==> src/rtl/rs_pkg.sv <==
package rs_pkg;

  // Bitwise two-of-three majority on a 32-bit carrier; callers truncate.
  function automatic logic [31:0] maj3(input logic [31:0] a,
                                       input logic [31:0] b,
                                       input logic [31:0] c);
    return (a & b) | (a & c) | (b & c);
  endfunction

  // Modulo up/down step; out-of-range values fold to the wrap target.
  function automatic int unsigned step_st(input int unsigned s,
                                          input logic        step,
                                          input logic        down,
                                          input int unsigned modulus);
    if (!step) return s;
    if (!down) return (s >= modulus - 1) ? 0 : s + 1;
    return (s == 0 || s >= modulus) ? modulus - 1 : s - 1;
  endfunction

  // True when exactly one bit of a 3-bit vector is set.
  function automatic logic one_hot3(input logic [2:0] v);
    return (v == 3'b001) || (v == 3'b010) || (v == 3'b100);
  endfunction

endpackage

==> src/rtl/rs_replica.sv <==
module rs_replica #(
  parameter int MOD = 10,
  parameter int SW  = (MOD > 1) ? $clog2(MOD) : 1
) (
  input  logic          clk,
  input  logic          rst_n,
  input  logic          step_i,
  input  logic          down_i,
  input  logic [SW-1:0] healthy_i,
  input  logic          realign_i,
  input  logic          load_we_i,
  input  logic [SW-1:0] load_val_i,
  output logic [SW-1:0] q_o
);
  import rs_pkg::*;

  logic [SW-1:0] present_st;
  logic [SW-1:0] next_st;

  // The present state seen by the next-state logic is either the copy's
  // own register or the voted healthy state.
  assign present_st = realign_i ? healthy_i : q_o;
  assign next_st    = SW'(step_st(32'(present_st), step_i, down_i, MOD));

  always_ff @(posedge clk or negedge rst_n) begin
    if (!rst_n)         q_o <= '0;
    else if (load_we_i) q_o <= load_val_i;
    else                q_o <= next_st;
  end

endmodule

==> src/rtl/rs_voter.sv <==
module rs_voter #(
  parameter int SW = 4
) (
  input  logic [2:0][SW-1:0] rep_q_i,
  output logic [SW-1:0]      voted_o,
  output logic [2:0]         differ_o
);
  import rs_pkg::*;

  assign voted_o = SW'(maj3(32'(rep_q_i[0]), 32'(rep_q_i[1]), 32'(rep_q_i[2])));

  for (genvar g = 0; g < 3; g++) begin : g_cmp
    assign differ_o[g] = (rep_q_i[g] != voted_o);
  end

endmodule

==> src/rtl/rs_sync_ctl.sv <==
module rs_sync_ctl (
  input  logic       clk,
  input  logic       rst_n,
  input  logic [2:0] req_i,
  output logic [2:0] go_o,
  output logic       done_o
);
  import rs_pkg::*;

  logic [2:0] req_q;
  logic [2:0] req_rise;

  // Previous request level, captured on every edge including reset, so a
  // request held across reset is not taken as new.
  always_ff @(posedge clk) req_q <= req_i;

  assign req_rise = req_i & ~req_q;
  assign go_o     = one_hot3(req_i) ? req_rise : 3'b000;

  always_ff @(posedge clk or negedge rst_n) begin
    if (!rst_n) done_o <= 1'b0;
    else        done_o <= |go_o;
  end

endmodule

==> src/rtl/tmr_fsm_resync.sv <==
module tmr_fsm_resync #(
  parameter int MOD = 10,
  localparam int SW = (MOD > 1) ? $clog2(MOD) : 1
) (
  input  logic          clk,
  input  logic          rst_n,
  input  logic          step_i,
  input  logic          down_i,
  input  logic [2:0]    load_we_i,
  input  logic [SW-1:0] load_val_i,
  input  logic [2:0]    sync_req_i,
  output logic [SW-1:0] state_o,
  output logic          wrap_o,
  output logic [2:0]    mismatch_o,
  output logic          sync_done_o
);

  logic [2:0][SW-1:0] rep_q;
  logic [SW-1:0]      healthy;
  logic [2:0]         sync_go;

  rs_sync_ctl u_sync (
    .clk    (clk),
    .rst_n  (rst_n),
    .req_i  (sync_req_i),
    .go_o   (sync_go),
    .done_o (sync_done_o)
  );

  for (genvar g = 0; g < 3; g++) begin : g_rep
    rs_replica #(.MOD(MOD), .SW(SW)) u_rep (
      .clk        (clk),
      .rst_n      (rst_n),
      .step_i     (step_i),
      .down_i     (down_i),
      .healthy_i  (healthy),
      .realign_i  (sync_go[g]),
      .load_we_i  (load_we_i[g]),
      .load_val_i (load_val_i),
      .q_o        (rep_q[g])
    );
  end

  rs_voter #(.SW(SW)) u_vote (
    .rep_q_i  (rep_q),
    .voted_o  (healthy),
    .differ_o (mismatch_o)
  );

  assign state_o = healthy;
  assign wrap_o  = (healthy == SW'(MOD - 1));

endmodule

==> config.mk <==
export PLATFORM = sky130hd
export DESIGN_NAME = tmr_fsm_resync
export DESIGN_NICKNAME = d
export VERILOG_FILES = /design/src/rtl/rs_pkg.sv /design/src/rtl/rs_replica.sv /design/src/rtl/rs_voter.sv /design/src/rtl/rs_sync_ctl.sv /design/src/rtl/tmr_fsm_resync.sv
export SDC_FILE = /design/constraint.sdc
export NUM_CORES = 1
export LEC_CHECK = 0
export BUFFER_PORTS_ARGS = -buffer_cell sky130_fd_sc_hd__buf_2
export CAP_MARGIN = 20
export CORE_ASPECT_RATIO = 0.6
export CORE_UTILIZATION = 60
export DETAILED_ROUTE_END_ITERATION = 6
export PLACE_DENSITY = 0.81
export SLEW_MARGIN = 40
export SYNTH_ARGS = -nofsm -noshare
export SYNTH_HDL_FRONTEND = slang
export SYNTH_HIERARCHICAL = 1
export SYNTH_SLANG_ARGS = --single-unit
export TNS_END_PERCENT = 1
==> constraint.sdc <==
create_clock -name clk -period 3.5 [get_ports clk]
set_input_delay 0.35 -clock clk [delete_from_list [all_inputs] [get_ports clk]]
set_output_delay 0.35 -clock clk [all_outputs]
set_load 0.02 [all_outputs]
==> results.cfg <==
[timing]
timing.final.crit_share_pct = 79.2
fmax_ghz = 0.361
setup_violations = 0
slew_headroom_pct = 50.4
tns_ps = 0
min_period_ps = 2770
finalHoldViolCount = 0
drv_slew = 0
tightestPinTransition_ps = 724
rsz0062_at_grt = false
fin_skew_ps = 3.38

[routing]
routedWlPerCell_um = 17.1
ant_nets = 0
finalWirelength_mm = 5.29
avgViaCountPerCell = 6.49
num_vias = 2012
drc_errors = 0
drt_iter0_drc = 311
first_pass_iters = 5

[global_route]
grt_antenna_before_repair = 0
grt_usage_pct = 31.8
gr-total-overflow = 0
grt_pass1_vias = 1639
grt_first_pass_wirelength_mm = 8.07
grt_max_degree = 19

[setup_path]
crit_slowest_cell = nor2_1
crit_required_ps = 3670
crit_family = compound AO/OA/AOI/OAI gates
crit_fanout = 11
critPathArrivalTime_ps = 2940
critPathKind = reg -> reg
crit_path_end_kind = flip-flop
cp_num_buf_inv = 0
cp_slowest_stage_delay_ps = 530
cp-start-kind = flip-flop
cp_cell_sequence = a21oi_1, nor2_1, mux2i_1, ha_1, nor2b_1, o22a_1, a211o_1, a31oi_1

[floorplan]
row_count = 15
die-area_mm2 = 0.00346
die_y_um = 46.0
start_util_pct = 65.2
ios = 23
core_mm2 = 0.00297
die_w_um = 75.3

[layout]
n_antenna_cell = 0
fin_cells = 310
finalNetCount = 295
drive_gt1_share_pct = 20.1
syn_to_final_growth_pct = 12.5
multiInputGateArea_mm2 = 0.00148
fillers = 244
seqCellArea_um2 = 385

[synth]
synth-seq-cells = 16
synth_area_leaders = dfrtp_1 (17%), ha_1 (7.8%), mux2i_1 (7.2%)
synth_top_area_share_pct = 16.8
synth.most_common_cell = nand2_1
syn_nets = 266
yosysWarnings = 6
synth_edf_count = 0
yosysUniqueCellTypes = 38
synth_commonest_cells = nand2_1 (25), o21ai_0 (17), a21oi_1 (14), inv_1 (14), mux2i_1 (14)
syn_inst = 240
synth_flop_cell = dfrtp_1
yosysSeqAreaShare_pct = 19.9
synth_top_area_cell = dfrtp_1
synthesis.area_mm2 = 0.00193
synth.avg_cell_area_um2 = 8.06
async_reset_ff_share_pct = 81.3

[cts]
cts.htree.levels = 1
clock_latency_ps = 250
path_clk_slew_ps = 70
cts_tree = built
numCtsBuffers = 3
cts_setup_buffers = 0
cts_max_path_buffers = 2
cts_num_sinks = 16
root_buffer = clkbuf_8
cts_resized = 0
cts_hold_buf = 1

[status]
outcome = completed

[flow_run]
maxCapViolations = 0

[place]
place_hpwl_mm = 3.88
io_buffers = 22
place.gp.congestion = 0.913
dp.cells = 305

[pwr]
ir_worst_vdd_mv = 0.310
powerDensity_mw_per_mm2 = 404
leakagePower_nw = 0.913

[worst_hold_path]
hold_class = in -> reg
kinds of logic after synthesis:
kind of cell             Yosys count  share of synthesized area, %
AND/OR/NAND/NOR                  102                          31.6
AO/OA/AOI/OAI                     73                          25.5
multiplexers                      20                          10.7
buffers and inverters             17                          4.46
flip-flops                        16                          19.9
adder cells (fa/ha/maj)           12                          7.76
cells in the final DEF, fill, tap and decap left out, types with 3 or more instances in the layout:
cell | synthesis | final
nor4b_1 | 6 | 3
a21oi_1 | 14 | 14
or4_1 | 3 | 3
nor3_1 | 3 | 3
nand2_1 | 25 | 25
or2b_1 | 3 | 3
nand3_1 | 5 | 5
or3_1 | 4 | 4
buf_2 | 0 | 22
or3b_1 | 3 | 3
nand3b_1 | 3 | 3
inv_1 | 14 | 14
mux2_2 | 6 | 6
and3b_1 | 4 | 4
clkbuf_8 | 0 | 4
or4b_2 | 3 | 3
o221a_2 | 3 | 3
a31o_2 | 3 | 3
a31oi_1 | 9 | 9
or2_2 | 3 | 3
nor2b_1 | 13 | 13
o22a_1 | 3 | 3
o21ai_0 | 17 | 17
a211o_1 | 9 | 9
buf_4 | 0 | 4
nor3b_1 | 4 | 4
mux2i_1 | 14 | 14
dfrtp_1 | 13 | 13
dfxtp_1 | 3 | 3
nand2b_1 | 4 | 4
o31ai_1 | 6 | 6
nor4b_2 | 0 | 3
nor2_1 | 13 | 13
o211ai_1 | 3 | 3
ha_1 | 12 | 12
power breakdown:
group	total [mW]	internal, mW	switching, mW
Combinational	0.454	0.180	0.274
Clock	0.168	0.100	0.0682
Sequential	0.256	0.208	0.0487
registers in the layout (all words and copies together), names as in the netlist:
name and count:
u_sync/req_q 3, u_sync/done_o 1, g_rep.u_rep/q_o 12
worst paths after layout:
path,from,end,slack (ps),cells past startpoint
min in group asynchronous,rst_n,g_rep[1].u_rep/q_o[3]$_DFF_PN0_,530,2
worst max register to register,g_rep[1].u_rep/q_o[1]$_DFF_PN0_,g_rep[0].u_rep/q_o[1]$_DFF_PN0_,730,8
worst min-delay path,sync_req_i[1],u_sync/req_q[1]$_DFF_P_,260,1
worst max-delay path,g_rep[1].u_rep/q_o[1]$_DFF_PN0_,g_rep[0].u_rep/q_o[1]$_DFF_PN0_,730,8
worst min register to register,u_sync/req_q[2]$_DFF_P_,g_rep[2].u_rep/q_o[0]$_DFF_PN0_,890,4
max in group asynchronous,rst_n,g_rep[0].u_rep/q_o[3]$_DFF_PN0_,2730,2
cell type report:
type / count / share of cell area [%]
inverter: 14 / 2.41
multi-input combinational: 207 / 68.0
sequential: 16 / 17.7
clock buffer: 4 / 2.53
tap: 42 / 2.41
timing repair buffer: 27 / 6.90
routing by layer:
layer / share of wire (%) / wire, um / track usage, %
met5: 0 / 0 / 0
met4: 0 / 0 / 3.70
met3: 11 / 596 / 8.19
met2: 41 / 2170 / 43.8
met1: 48 / 2520 / 50.1
per-stage QoR:
stage          util (%)  hold WS [ps]  power [mW]  setup slack (ps)  instance area, um^2
5_1_grt            73.4           257       0.934               502                 2180
4_1_cts            73.4           260       0.868               761                 2180
2_1_floorplan         -          54.4       0.565               994                 1930
6_report           73.4           261       0.879               729                 2180
3_5_place_dp       71.2           266       0.697               793                 2110
3_3_place_gp       71.2           265       0.694               863                 2110
No activity file was read; power rests on OpenSTA's default activity.
